## config.mk

```make
export PLATFORM = sky130hd
export DESIGN_NAME = dbg_trap_unit
export DESIGN_NICKNAME = d
export VERILOG_FILES = /design/src/rtl/dbg_trap_pkg.sv /design/src/rtl/dbg_bp_slot.sv /design/src/rtl/dbg_step_track.sv /design/src/rtl/dbg_trap_unit.sv
export SDC_FILE = /design/constraint.sdc
export NUM_CORES = 1
export LEC_CHECK = 0
export BUFFER_PORTS_ARGS = -buffer_cell sky130_fd_sc_hd__buf_4
export CAP_MARGIN = 30
export CORE_AREA = 10 10 187 145
export CTS_CLUSTER_SIZE = 30
export DETAILED_ROUTE_END_ITERATION = 12
export DIE_AREA = 0 0 197 155
export PLACE_DENSITY = 0.79
export SETUP_SLACK_MARGIN = 0.5
export SYNTH_ARGS = -nofsm -noshare
export SYNTH_HDL_FRONTEND = slang
export SYNTH_SLANG_ARGS = --single-unit
```

## constraint.sdc

```tcl
create_clock -name clk -period 6 [get_ports clk]
set_input_delay 1.5 -clock clk [delete_from_list [all_inputs] [get_ports clk]]
set_output_delay 1.5 -clock clk [all_outputs]
set_load 0.02 [all_outputs]
```

## src/rtl/dbg_trap_pkg.sv

```systemverilog
package dbg_trap_pkg;
    localparam int NUM_SLOTS  = 4;
    localparam int ADDR_W     = 32;
    localparam int STAT_W     = NUM_SLOTS + 1;
    localparam int FLD_BASE   = 16;
    localparam int FLD_STRIDE = 4;
    localparam logic [7:0] TRAP_VEC = 8'd1;

    localparam logic [2:0] IDX_CTRL = 3'd4;
    localparam logic [2:0] IDX_STAT = 3'd5;

    typedef enum logic [1:0] {
        KIND_FETCH = 2'd0,
        KIND_READ  = 2'd1,
        KIND_WRITE = 2'd2
    } acc_kind_e;

    typedef enum logic [1:0] {
        BT_EXEC  = 2'b00,
        BT_WRITE = 2'b01,
        BT_RSVD  = 2'b10,
        BT_RDWR  = 2'b11
    } bp_type_e;
endpackage

```

## src/rtl/dbg_bp_slot.sv

```systemverilog
module dbg_bp_slot
    import dbg_trap_pkg::*;
(
    input  logic              en_i,
    input  logic [ADDR_W-1:0] base_i,
    input  logic [1:0]        type_i,
    input  logic [1:0]        len_i,
    input  logic              acc_valid_i,
    input  logic [ADDR_W-1:0] acc_addr_i,
    input  logic [1:0]        acc_size_i,
    input  logic [1:0]        acc_kind_i,
    output logic              hit_o
);
    logic [ADDR_W-1:0] mask;
    logic [ADDR_W:0]   win_lo, win_hi, a_lo, a_hi;
    logic              kind_ok;

    always_comb begin
        // fetch breakpoints always watch exactly one byte
        mask = '0;
        if (type_i != BT_EXEC) begin
            case (len_i)
                2'b01:   mask = ADDR_W'(1);
                2'b11:   mask = ADDR_W'(3);
                default: mask = '0;
            endcase
        end
        win_lo = {1'b0, base_i & ~mask};
        win_hi = {1'b0, base_i | mask};
        a_lo   = {1'b0, acc_addr_i};
        case (acc_size_i)
            2'd1:    a_hi = a_lo + (ADDR_W+1)'(1);
            2'd2:    a_hi = a_lo + (ADDR_W+1)'(3);
            default: a_hi = a_lo;
        endcase
        case (type_i)
            BT_EXEC:  kind_ok = (acc_kind_i == KIND_FETCH);
            BT_WRITE: kind_ok = (acc_kind_i == KIND_WRITE);
            BT_RDWR:  kind_ok = (acc_kind_i == KIND_READ) || (acc_kind_i == KIND_WRITE);
            default:  kind_ok = 1'b0;
        endcase
        hit_o = en_i && acc_valid_i && kind_ok && (a_lo <= win_hi) && (a_hi >= win_lo);
    end

    always_comb begin
        AST_HIT_NEEDS_VALID: assert (!hit_o || acc_valid_i);
    end
endmodule

```

## src/rtl/dbg_step_track.sv

```systemverilog
module dbg_step_track (
    input  logic clk,
    input  logic rst_n,
    input  logic ret_valid_i,
    input  logic ret_tf_i,
    output logic step_o
);
    typedef struct packed {
        logic armed;
    } st_t;

    st_t st_d, st_q;

    always_comb begin
        st_d = st_q;
        if (ret_valid_i)
            st_d.armed = ret_tf_i;
        // trap only for an instruction that began with the flag already set
        step_o = ret_valid_i && st_q.armed;
    end

    always_ff @(posedge clk) begin
        if (!rst_n) st_q <= '0;
        else        st_q <= st_d;
    end

    AST_STEP_ON_RETIRE: assert property (@(posedge clk) disable iff (!rst_n)
        step_o |-> ret_valid_i);
endmodule

```

## src/rtl/dbg_trap_unit.sv

```systemverilog
module dbg_trap_unit
    import dbg_trap_pkg::*;
(
    input  logic        clk,
    input  logic        rst_n,
    input  logic        reg_we,
    input  logic [2:0]  reg_addr,
    input  logic [31:0] reg_wdata,
    output logic [31:0] reg_rdata,
    input  logic        acc_valid,
    input  logic [31:0] acc_addr,
    input  logic [1:0]  acc_size,
    input  logic [1:0]  acc_kind,
    input  logic        ret_valid,
    input  logic        ret_tf,
    output logic        trap_req,
    output logic [7:0]  trap_vector
);
    localparam logic [31:0] CTRL_MASK = {{(32-FLD_BASE){1'b1}}, {(FLD_BASE-NUM_SLOTS){1'b0}}, {NUM_SLOTS{1'b1}}};

    typedef struct packed {
        logic [NUM_SLOTS-1:0][ADDR_W-1:0] bp;
        logic [31:0]                      ctrl;
        logic [STAT_W-1:0]                stat;
        logic                             trap;
    } state_t;

    state_t st_d, st_q;
    logic [NUM_SLOTS-1:0] hits;
    logic                 step_evt;
    logic                 wr_stat;

    for (genvar i = 0; i < NUM_SLOTS; i++) begin : g_slot
        dbg_bp_slot u_slot (
            .en_i        (st_q.ctrl[i]),
            .base_i      (st_q.bp[i]),
            .type_i      (st_q.ctrl[FLD_BASE + FLD_STRIDE*i +: 2]),
            .len_i       (st_q.ctrl[FLD_BASE + FLD_STRIDE*i + 2 +: 2]),
            .acc_valid_i (acc_valid),
            .acc_addr_i  (acc_addr),
            .acc_size_i  (acc_size),
            .acc_kind_i  (acc_kind),
            .hit_o       (hits[i])
        );
    end

    dbg_step_track u_step (
        .clk         (clk),
        .rst_n       (rst_n),
        .ret_valid_i (ret_valid),
        .ret_tf_i    (ret_tf),
        .step_o      (step_evt)
    );

    always_comb begin
        st_d    = st_q;
        wr_stat = reg_we && (reg_addr == IDX_STAT);
        if (reg_we) begin
            if (reg_addr < 3'(NUM_SLOTS))
                st_d.bp[reg_addr[1:0]] = reg_wdata;
            else if (reg_addr == IDX_CTRL)
                st_d.ctrl = reg_wdata & CTRL_MASK;
        end
        if (wr_stat)
            st_d.stat = st_q.stat & reg_wdata[STAT_W-1:0];
        // hardware set takes priority over a software clear
        st_d.stat = st_d.stat | {step_evt, hits};
        st_d.trap = step_evt || (|hits);

        reg_rdata = '0;
        if (reg_addr < 3'(NUM_SLOTS))
            reg_rdata = st_q.bp[reg_addr[1:0]];
        else if (reg_addr == IDX_CTRL)
            reg_rdata = st_q.ctrl;
        else if (reg_addr == IDX_STAT)
            reg_rdata = 32'(st_q.stat);
    end

    always_ff @(posedge clk) begin
        if (!rst_n) st_q <= '0;
        else        st_q <= st_d;
    end

    assign trap_req    = st_q.trap;
    assign trap_vector = TRAP_VEC;

    AST_TRAP_HAS_CAUSE: assert property (@(posedge clk) disable iff (!rst_n)
        trap_req |-> $past(acc_valid || ret_valid));
    AST_STATUS_STICKY: assert property (@(posedge clk) disable iff (!rst_n)
        !$past(wr_stat) |-> ((st_q.stat & $past(st_q.stat)) == $past(st_q.stat)));
    AST_DISABLED_SILENT: assert property (@(posedge clk) disable iff (!rst_n)
        ((st_q.stat[NUM_SLOTS-1:0] & ~$past(st_q.stat[NUM_SLOTS-1:0])) & ~$past(st_q.ctrl[NUM_SLOTS-1:0])) == '0);
    AST_STEP_FROM_RETIRE: assert property (@(posedge clk) disable iff (!rst_n)
        $rose(st_q.stat[NUM_SLOTS]) |-> $past(ret_valid));
    AST_NEW_BIT_TRAPS: assert property (@(posedge clk) disable iff (!rst_n)
        ((st_q.stat & ~$past(st_q.stat)) != '0) |-> trap_req);
endmodule

```

---- Word-level counts from Yosys, hierarchy flattened ----
Index checks and enable logic that the tools add are counted.
word-level totals
  bits in registers ....................... 155
operators by class
  add/subtract/negate cells ............... 2
  $lt $le $gt $ge ......................... 11
  equality and inequality tests ........... 22
  multiplexer cells ....................... 22
  bitwise logic cells ..................... 15
  reduce and logical (&&, ||, !) cells .... 33
operator list
  cell                     count
  $mux W32                 8
  $ge A33 B32 Y1           4
  $and A32 B32 Y32         4
  $bwmux W128              1
  $le A32 B32 Y1           4
  $not A32 Y32             4
  $or A32 B32 Y32          4
  $pmux W33 S2             1
  $bmux W32 S2             1
  $demux W32 S2            1
  $add A32 B1 Y33 const B  1
  $add A32 B2 Y33 const B  1
  $eq A2 B1 Y1 const B     10
  $eq A2 B2 Y1 const B     10
  $logic_and A1 B1 Y1      19
  $pmux W2 S2              4
  $pmux W1 S3              4
  $logic_not A2 Y1         5
  $mux W5                  2
  $reduce_bool A2 Y1       4
  $eq A3 B3 Y1 const B     2
  $and A5 B5 Y5            1
  $or A5 B5 Y5             1
  $reduce_or A4 Y1         1
  7 further kinds          8

---- Depth between registers and ports, before layout ----
Gate-level depths: netlist of run 1.
  depth in word-level cells ............... 9
  gate-level depth with buffers ........... 20
  depth with buffers taken out ............ 20

---- Modules after synthesis ----
Synthesis of run 1 repeated with hierarchy kept, for this count alone.
unflattened totals
  cells, all modules ...................... 1,927
  area, all modules ....................... 15,488.6 um^2
by module, submodules not included
  module                              instances  cells an instance  area an instance (um^2)
  dbg_trap_unit                       1          723                6,421.2
  dbg_bp_slot (g_slot[0].u_slot ...)  2          303                2,299.7
  dbg_bp_slot (g_slot[1].u_slot ...)  2          297                2,212.1
  dbg_step_track                      1          4                  43.8

---- Least setup slack after synthesis of run 1 ----
No wires, ideal clock.
  kind .................................... in2reg
  from .................................... input acc_size[0]
  to ...................................... register st_q, in the netlist trap_req
  arrival time ............................ 5.083 ns
  data required time ...................... 5.875 ns
  setup slack ............................. 0.792 ns
  stages on the path ...................... 19
  buffers on the path ..................... 0
  cell sequence ........................... inv_1 > ha_1 > ha_1 > a21oi_1 > nor2_1 > and4_1 > nand3_1 > nor2_1 > nand3_1 > xnor2_1 > ha_1 > nand4_2 > nor4_2 > a221o_2 > a2111oi_4 > o31ai_1 > a21oi_1 > nor2_1 > o41a_1
on the way
  word-level cells in the longest chain between the ends .. 6
  elaborated cells on any way between the ends .. 13
RTL lines
  what                                                 line                 text
  from (decl)                                          dbg_trap_unit.sv:12  input logic [1:0] acc_size,
  $eq A2 B2 Y1 / $eq A2 B1 Y1 (equally long branches)  dbg_bp_slot.sv:31    case (acc_size_i)
  $pmux W33 S2 *                                       dbg_bp_slot.sv:31
  $ge A33 B32 Y1                                       dbg_bp_slot.sv:42    hit_o = en_i && acc_valid_i && kind_ok && (a_lo <= win_hi) && (a_hi >= win_lo);
  $logic_and A1 B1 Y1                                  dbg_bp_slot.sv:42
  $reduce_or A4 Y1 *                                   dbg_trap_unit.sv:68  st_d.trap = step_evt || (|hits);
  $logic_or A1 B1 Y1 *                                 dbg_trap_unit.sv:68
  to (signal assigned)                                 dbg_trap_unit.sv:81  else st_q <= st_d;
  to (decl)                                            dbg_trap_unit.sv:28  state_t st_d, st_q;
Every way passes the cells marked *; elsewhere a longest branch is shown, timed or not.
A chain may end at the register's enable or synchronous reset.

---- Worst setup path after layout of run 1 ----
Same ends and word-level chain as after synthesis.

==> out/results.md, run 1 <==
| Group | Metric | Reported |
|---|---|---|
| synth | Synthesized cell area | 13840 um^2 |
| sta | Highest achievable clock rate | 0.1923 GHz |
| cts | CTS Sinks | 155 |
| power and ir drop | Pwr dens | 180.1 nW/um^2 |
| floorplanning | I/O pin count | 118 |
| cts | Clock Tree Buf Depth | 2 |
| finish | Area growth, synth to finish | 11.32% |
| sta | Ratio of final minimum period to clock period | 0.8668 |
| place | Weighted congestion at the end of routability-driven global placement | 1.003 |
| cts | Buffers inserted by post-CTS timing repair | 0 |
| worst setup path | Worst path buffer plus inverter count | 2 |
| cts | CTS Root Cell | sky130_fd_sc_hd__clkbuf_16 |
| power and ir drop | Net switching fraction of the power | 0.3298 |
| synth | Number of register bits inferred by synthesis | 155 |
| sta | Setup TNS | 0 ps |
| power and ir drop | Part of the power in the clock network | 0.388 |
| sta | Final period demand of the worst path | 5201 ps |
| floorplanning | Die footprint | 30540 um^2 |
| route | DRC viols | 0 |
| floorplanning | Die Ht | 155 um |
| synth | Fraction of registers with async set or reset after synthesis | 0 |
| worst setup path | Family with the most delay on the worst path | compound AO/OA/AOI/OAI gates |
| cts | H-tree levels | 4 |
| worst setup path | Critical Path Start Type | primary input |
| route | Average via count per standard cell | 6.409 |
| place | Total placed instance area | 14840 um^2 |
| worst setup path | Maximum fanout along the worst path | 4 |
| grt | Overflow left after global routing | 0 |
| finish | Antenna diode count | 0 |
| grt | All-Layer GR Usage | 0.3163 |
| hold path | Type of the most critical hold path | reg -> reg |
| synth | Largest cells by area after synthesis | sky130_fd_sc_hd__ha_1, sky130_fd_sc_hd__dfxtp_1, sky130_fd_sc_hd__nand2_1 |
| route | DR vias | 13543 |
| power and ir drop | Total internal power | 1.859 mW |
| power and ir drop | Worst VDD drop | 219.1 uV |
| power and ir drop | Leakage power figure | 5.906 nW |
| worst setup path | Critical path endpoint category | flip-flop |
| grt | Pin count of the biggest net entering global routing | 101 |
| worst setup path | Crit-path max cell delay | 420 ps |
| power and ir drop | Net switching power figure | 0.9146 mW |
| finish | Share of final-layout standard cells stronger than drive strength 1 | 0.1134 |
| place | Count of buffers inserted at the top-level ports | 109 |
| cts | Number of buffers added to fix hold violations after cts | 0 |
| worst setup path | Data arrival time of the critical path | 5540 ps |
| cts | Clock network latency to the later pin of the worst-skew pair | 450 ps |
| sta | Worst rel slew slack | 0.2906 |
| grt | Global-route wire length before repair | 74470 um |
| synth | Area share of the leading cell type in the synthesized netlist | 0.2351 |
| route | Router iterations before antenna repair | 6 |
| power and ir drop | Combinational cell fraction of total power | 0.226 |
| finish | Total number of nets in the final design | 2132 |
| synth | Sequential cell area fraction in the yosys report | 0.2243 |
| synth | Post-synth EDFFs | 0 |
| synth | Cell taking the most area after synthesis | sky130_fd_sc_hd__ha_1 |
| route | Count of routing violations after the opening detailed-route iteration | 1599 |
| cts | Clk pin slew, worst setup/hold paths | 70 ps |
| worst setup path | Cell with the biggest individual delay on the critical path | sky130_fd_sc_hd__o41a_1 |
| cts | Post-CTS sizing | 0 |
| place | Placed wire-length estimate after detailed placement | 37240 um |
| route | Number of nets with antenna violations after routing | 0 |
| sta | Max-slew violation total from the final report | 0 |
| synth | Distinct cells, synth | 69 |
| power and ir drop | Portion of total power attributed to sequential cells | 0.386 |
| sta | Number of setup violations in the final report | 0 |
| grt | Antenna violations before repair | 0 |
| route | Routed length per placed instance | 23.39 um |
| sta | Worst clock skew | 10.09 ps |
| worst setup path | Data required time at the worst endpoint | 6340 ps |
| sta | Final Hold Fails | 0 |
| sta | RSZ-0062 raised after global routing | no |
| run | Maximum Capacitance Violations | 0 |
| floorplanning | Core Area | 23540 um^2 |
| grt | Vias in the first global route | 12841 |
| worst setup path | WS Path Type | in -> reg |
| status | Outcome | complete, no violations |
| floorplanning | Die Wd | 197 um |
| worst setup path | Ordered cell list for the critical path | buf_4 > inv_1 > ha_1 > ha_1 > a21oi_1 > nor2_1 > and4_1 > nand3_1 > nor2_1 > nand3_1 > xnor2_1 > ha_1 > nand4_2 > nor4_2 > a221o_2 > a2111oi_4 > o31ai_1 > a21oi_1 > nor2_1 > o41a_1 |
| floorplanning | Row count | 49 |
| synth | Dominant synthesized flop cell | sky130_fd_sc_hd__dfxtp_1 |
| cts | Clock tree from TritonCTS | yes |
| synth | Yosys warnings | 0 |
| sta | Worst slew pin tran | 1064 ps |
| cts | Num CTS Buffers | 17 |
| synth | Synthesized area divided by synthesized cell count | 8.039 um^2 |
| route | Detailed-route wire length | 49420 um |
| synth | Cells after synthesis | 1721 |
| power and ir drop | PnR Total Power | 2.773 mW |
| finish | Post-route cell area | 15400 um^2 |
| floorplanning | Initial Util | 0.5877 |
-- cell type report --
| type | instances | area, um^2 |
|---|---|---|
| tap | 306 | 382.9 |
| multi-input combinational | 1348 | 9891 |
| clock inverter | 13 | 105.1 |
| clock buffer | 19 | 452.9 |
| inverter | 153 | 574.3 |
| timing repair buffer | 119 | 893.4 |
| fill | 2009 | 8140 |
| sequential | 155 | 3103 |
-- per-stage QoR --
step | setup slack, ps | utilization | cells | hold WS (ps)
2_1_floorplan | 792.3 | - | 1727 | 444.9
3_3_place_gp | 479.8 | 0.6305 | 2081 | 453.0
3_5_place_dp | 419.2 | 0.6305 | 2081 | 458.9
4_1_cts | 873.2 | 0.6542 | 2113 | 468.8
5_1_grt | 506.8 | 0.6542 | 2113 | 487.9
6_report | 799.4 | 0.6542 | 2113 | 470.9
-- synth_stat cells (all sizes together), types with 24 or more instances --
library cell    n
nand2         371
a21oi          87
nor2           41
dfxtp         155
xnor2          24
clkbuf         55
nand4          65
nand3          42
mux4           32
ha            260
inv           152
a21o           29
a21boi        150
o21ai          55
-- cells by family (layout without fill, tap and decap cells) --
kind of cell	after synthesis	count (layout)	synth area share
adder cells (fa/ha/maj)	261	261	0.2366
AND/OR/NAND/NOR	605	605	0.1993
flip-flops	155	155	0.2243
other	2	8	0.0005428
XOR/XNOR	31	31	0.01962
multiplexers	42	42	0.05959
buffers and inverters	224	304	0.06330
AO/OA/AOI/OAI	401	401	0.1968
-- final timing paths --
check,endpoint,depth (start not counted),from,slack (ps)
setup reg to reg,trap_req,13,st_q[34],3050
hold / removal,st_q[87],2,st_q[87],470
hold reg to reg,st_q[87],2,st_q[87],470
setup / recovery,trap_req,20,acc_size[0],800
-- worst register-to-register path: cells and delay by family, from the launching register on --
kind,cells,cell delay (ps)
AO/OA/AOI/OAI,5,1460
adder cells (fa/ha/maj),1,240
flip-flops,1,450
AND/OR/NAND/NOR,7,700
-- power by group through the flow --
stage	combinational, mW	sequential (mW)	clock, mW
floorplan	0.382	1.09	0
finish	0.627	1.07	1.08
global placement	0.588	1.09	0
global route	0.685	1.07	1.11
CTS	0.609	1.07	1.08
detailed placement	0.603	1.09	0
-- sequential cells by signal, indices dropped and copies added (netlist names) --
signal,count
st_q,153
u_step.st_q,1
trap_req,1
-- layout by cell type, fill, tap and decap left out, drive strengths merged, types with 8 or more instances in the layout --
| cell type | count |
|---|---|
| xnor2 | 24 |
| ha | 260 |
| o211ai | 8 |
| nor2b | 23 |
| nor3 | 15 |
| nand2b | 9 |
| mux4 | 32 |
| nand4 | 65 |
| a21boi | 150 |
| nand3 | 42 |
| and2 | 8 |
| buf | 119 |
| nor4 | 9 |
| conb | 8 |
| a21oi | 87 |
| clkbuf | 19 |
| nand2 | 371 |
| nor2 | 41 |
| inv | 159 |
| a21o | 29 |
| o21a | 15 |
| and3 | 8 |
| o21ai | 55 |
| a211oi | 18 |
| dfxtp | 155 |
-- metal layers --
| metal | GRT usage | wire (um) | vias up |
|---|---|---|---|
| met5 | 0.01513 | 57 | - |
| met4 | 0.09280 | 1221 | 2 |
| met3 | 0.08730 | 6308 | 97 |
| met2 | 0.4548 | 20120 | 801 |
| met1 | 0.4469 | 21710 | 6411 |
| li1 | - | - | 6232 |
No activity file was read; power rests on OpenSTA's default activity.
==> run 2, diff against run 1 <==
CORE_AREA = 10 10 197 153   (was 10 10 187 145)
DIE_AREA = 0 0 207 163   (was 0 0 197 155)
SYNTH_HIERARCHICAL = 1   (was default)
==> out/results.md, run 2 <==
| Group | Metric | Reported | Delta |
|---|---|---|---|
| status | Outcome | complete, no violations |  |
| synth | Fraction of registers with async set or reset after synthesis | 0 | unchanged |
| floorplanning | Die Wd | 207 um | +5.1% |
| synth | Cell taking the most area after synthesis | sky130_fd_sc_hd__ha_1 |  |
| cts | Clock Tree Buf Depth | 2 | unchanged |
| worst setup path | Data required time at the worst endpoint | 6340 ps | about the same |
| finish | Number of flip-flops in the largest register | 153 | unchanged |
| hold path | Worst Hold Path EP | st_q[46] |  |
| power and ir drop | Total internal power | 1.894 mW | +1.9% |
| floorplanning | Die footprint | 33740 um^2 | +10% |
| finish | Post-route cell area | 17190 um^2 | +12% |
| finish | Leading cell type in the layout, fill and taps excluded | sky130_fd_sc_hd__ha_1 |  |
| grt | Pin count of the biggest net entering global routing | 94 | -6.9% |
| grt | All-Layer GR Usage | 0.3134 | -0.002902 |
| place | Count of buffers inserted at the top-level ports | 109 | unchanged |
| power and ir drop | Part of the power in the clock network | 0.389 | about the same |
| synth | Most used standard cell by instance count after synthesis | sky130_fd_sc_hd__ha_1 |  |
| place | Weighted congestion at the end of routability-driven global placement | 0.9863 | -1.7% |
| worst setup path | Worst r2r dst | trap_req |  |
| synth | Sequential cell area fraction in the yosys report | 0.2003 | -0.02393 |
| route | Average via count per standard cell | 6.405 | about the same |
| synth | Largest family of logic cells by synthesized area | simple AND/OR/NAND/NOR gates |  |
| floorplanning | Core Area | 26420 um^2 | +12% |
| synth | Number of register bits inferred by synthesis | 155 | unchanged |
| synth | Post-synth EDFFs | 0 | unchanged |
| synth | Dominant synthesized flop cell | sky130_fd_sc_hd__dfxtp_1 |  |
| sta | Worst clock skew | 9.936 ps | -0.1537 ps |
| hold path | Hold path cells | 2 | unchanged |
| cts | Post-CTS sizing | 0 | unchanged |
| finish | Filler Cells Inserted | 2293 | +14% |
| synth | Synthesized area divided by synthesized cell count | 8.038 um^2 | about the same |
| power and ir drop | Pwr dens | 169.3 nW/um^2 | -6.0% |
| place | Total placed instance area | 16570 um^2 | +12% |
| cts | Number of buffers added to fix hold violations after cts | 0 | unchanged |
| finish | Final core occ | 0.6509 | -0.003368 |
| worst setup path | WS Path Type | in -> reg |  |
| cts | Num CTS Buffers | 17 | unchanged |
| synth | Fraction of the mapped netlist area in compound gates | 0.1663 | -0.03045 |
| grt | Overflow left after global routing | 0 | unchanged |
| synth | Most numerous cell types in the synthesized netlist | sky130_fd_sc_hd__ha_1, sky130_fd_sc_hd__nand3_1, sky130_fd_sc_hd__nand2_1 |  |
| run | Maximum Capacitance Violations | 0 | unchanged |
| finish | Area growth, synth to finish | 11.00% |  |
| synth | Synthesized cell area | 15490 um^2 | +12% |
| power and ir drop | Leakage power figure | 6.853 nW | +16% |
| power and ir drop | Worst VDD drop | 228.9 uV | +4.5% |
| sta | Ratio of final minimum period to clock period | 0.8748 | +0.008033 |
| floorplanning | I/O pin count | 118 | unchanged |
| place | Placed wire-length estimate after detailed placement | 42060 um | +13% |
| sta | Worst rel slew slack | 0.4127 | +0.1221 |
| synth | Area share of the leading cell type in the synthesized netlist | 0.2197 | -0.01540 |
| floorplanning | Row count | 52 | +6.1% |
| sta | Worst slew pin tran | 869.6 ps | -194.5 ps |
| grt | Global-route wire length before repair | 83820 um | +13% |
| cts | CTS Root Cell | sky130_fd_sc_hd__clkbuf_16 |  |
| synth | Post-synthesis adder-cell area fraction | 0.2249 | -0.01167 |
| worst setup path | Critical path endpoint category | flip-flop |  |
| route | DRC viols | 0 | unchanged |
| cts | Clk pin slew, worst setup/hold paths | 70 ps | about the same |
| worst setup path | Origin of the critical flop-to-flop path | st_q[26] |  |
| grt | Vias in the first global route | 14315 | +11% |
| floorplanning | Die Ht | 163 um | +5.2% |
| route | Router iterations before antenna repair | 5 | -1 |
| hold path | Type of the most critical hold path | reg -> reg |  |
| finish | Commonest cells after routing, fill and taps aside | sky130_fd_sc_hd__ha_1, sky130_fd_sc_hd__nand3_1, sky130_fd_sc_hd__nand2_1 |  |
| synth | Xor and xnor area share after synthesis | 0.07012 | +0.05049 |
| sta | RSZ-0062 raised after global routing | no |  |
| finish | Total number of nets in the final design | 2352 | +10% |
| cts | Clock network latency to the later pin of the worst-skew pair | 450 ps | about the same |
| sta | Max-slew violation total from the final report | 0 | unchanged |
| finish | Largest reg by FF count | st_q |  |
| power and ir drop | Combinational cell fraction of total power | 0.243 | +0.017 |
| sta | Final worst setup slack | 751.2 ps | -48.20 ps |
| route | Detailed-route wire length | 54580 um | +10% |
| power and ir drop | Net switching fraction of the power | 0.3494 | +0.01959 |
| route | DR vias | 15147 | +12% |
| power and ir drop | Portion of total power attributed to sequential cells | 0.368 | -0.018 |
| cts | Clock tree from TritonCTS | yes |  |
| cts | H-tree levels | 4 | unchanged |
| hold path | Start point of the worst hold path | st_q[46] |  |
| route | Count of routing violations after the opening detailed-route iteration | 1671 | +4.5% |
| sta | Setup TNS | 0 ps | unchanged |
| synth | Cells after synthesis | 1927 | +12% |
| finish | Share of final-layout standard cells stronger than drive strength 1 | 0.1064 | -0.007086 |
| route | Routed length per placed instance | 23.08 um | -1.3% |
| worst setup path | Maximum fanout along the worst path | 7 | +3 |
| synth | Yosys warnings | 6 | +6 |
| grt | Antenna violations before repair | 1 | +1 |
| floorplanning | Initial Util | 0.5863 | -0.001342 |
| power and ir drop | PnR Total Power | 2.911 mW | +5.0% |
| synth | Multiplexer area fraction after synthesis | 0.05186 | -0.007733 |
| synth | Distinct cells, synth | 70 | +1.4% |
| sta | Number of setup violations in the final report | 0 | unchanged |
| worst setup path | R2R setup slack | 2300 ps | -750 ps |
| sta | Highest achievable clock rate | 0.1905 GHz | -0.92% |
| worst setup path | Critical Path Start Type | primary input |  |
| synth | Simple-Gate Fraction of Synth Area | 0.2254 | +0.02607 |
| route | Number of nets with antenna violations after routing | 0 | unchanged |
| worst setup path | Worst reg2reg path depth | 11 | -2 |
| cts | CTS Sinks | 155 | unchanged |
| place | Pre-CTS WS | 362.5 ps | -56.68 ps |
| cts | Buffers inserted by post-CTS timing repair | 0 | unchanged |
| sta | Final Hold Fails | 0 | unchanged |
| synth | Largest cells by area after synthesis | sky130_fd_sc_hd__ha_1, sky130_fd_sc_hd__dfxtp_1, sky130_fd_sc_hd__nand3_1 |  |
| worst setup path | Data arrival time of the critical path | 5590 ps | +50 ps |
| power and ir drop | Net switching power figure | 1.017 mW | +11% |
| sta | Final period demand of the worst path | 5249 ps | +48.20 ps |
==> run 2: changes by cell type in the layout (fill, tap and decap cells not counted), sizes merged, moves of 25 or more <==
| cell | delta |
|---|---|
| a21oi | +26 |
| nand2 | -213 |
| mux2i | +44 |
| nand3 | +167 |
| xor2 | +25 |
| a21boi | -124 |
| xnor2 | +68 |
| o21ai | +123 |
==> run 2: how the worst max path moves through the flow <==
stage	startpoint	cells after the start	to
after detailed placement	acc_size[0]	19	trap_req
after floorplan	acc_size[0]	18	trap_req
after CTS	acc_size[0]	19	trap_req
after global routing	acc_size[0]	19	trap_req
final	acc_size[0]	17	trap_req
after global placement	acc_size[0]	19	trap_req
==> run 2: area by class of cell <==
type / count / area (um^2) / area share
diodes: 2 / 5.005 / 0.0002911
clock buffers: 17 / 425.4 / 0.02474
clock inverters: 15 / 190.2 / 0.01106
inverters: 146 / 548.0 / 0.03188
multi-input cells: 1550 / 11480 / 0.6678
flip-flops and latches: 155 / 3103 / 0.1805
well taps: 351 / 439.2 / 0.02554
repair buffers: 129 / 1001 / 0.05822
==> run 2: stage by stage <==
| stage | hold WS (ps) | std cells |
|---|---|---|
| 2_1_floorplan | 450.9 | 1933 |
| 3_3_place_gp | 461.7 | 2330 |
| 3_5_place_dp | 468.7 | 2331 |
| 4_1_cts | 478.0 | 2363 |
| 5_1_grt | 503.9 | 2363 |
| 6_report | 479.2 | 2365 |
==> run 2: kinds of logic after synthesis <==
group,count (synthesis)
flip-flops,155
AND/OR/NAND/NOR,642
XOR/XNOR,124
adder cells (fa/ha/maj),276
buffers and inverters,228
AO/OA/AOI/OAI,434
other,2
multiplexers,66
==> run 2: worst max-delay path, cell delays in order <==
cell and delay (ps):
sky130_fd_sc_hd__buf_4 110, sky130_fd_sc_hd__inv_1 40, sky130_fd_sc_hd__ha_1 220, sky130_fd_sc_hd__ha_1 290, sky130_fd_sc_hd__a21oi_1 70, sky130_fd_sc_hd__and3b_1 280, sky130_fd_sc_hd__and3b_1 470, sky130_fd_sc_hd__nand3_1 160
sky130_fd_sc_hd__xnor2_1 160, sky130_fd_sc_hd__ha_1 290, sky130_fd_sc_hd__nor2b_1 130, sky130_fd_sc_hd__o21ai_0 240, sky130_fd_sc_hd__a2111oi_0 170, sky130_fd_sc_hd__a2111oi_0 410, sky130_fd_sc_hd__a31oi_1 300, sky130_fd_sc_hd__or4_1 560
sky130_fd_sc_hd__o21a_1 180
==> run 2: power by group through the flow <==
| stage | Combinational [mW] | Clock (mW) | Sequential, mW |
|---|---|---|---|
| after floorplan | 0.429 | 0 | 1.09 |
| after global placement | 0.662 | 0 | 1.09 |
| after detailed placement | 0.684 | 0 | 1.09 |
| after CTS | 0.689 | 1.14 | 1.07 |
| after global routing | 0.778 | 1.18 | 1.07 |
| final | 0.708 | 1.13 | 1.07 |
==> run 2: layer usage <==
layer	up-vias	wire length, um	track usage
met5	-	0	0
met4	0	1124	0.08011
met3	74	6224	0.08107
met2	808	22500	0.4536
met1	7162	24740	0.4491
li1	7103	-	-
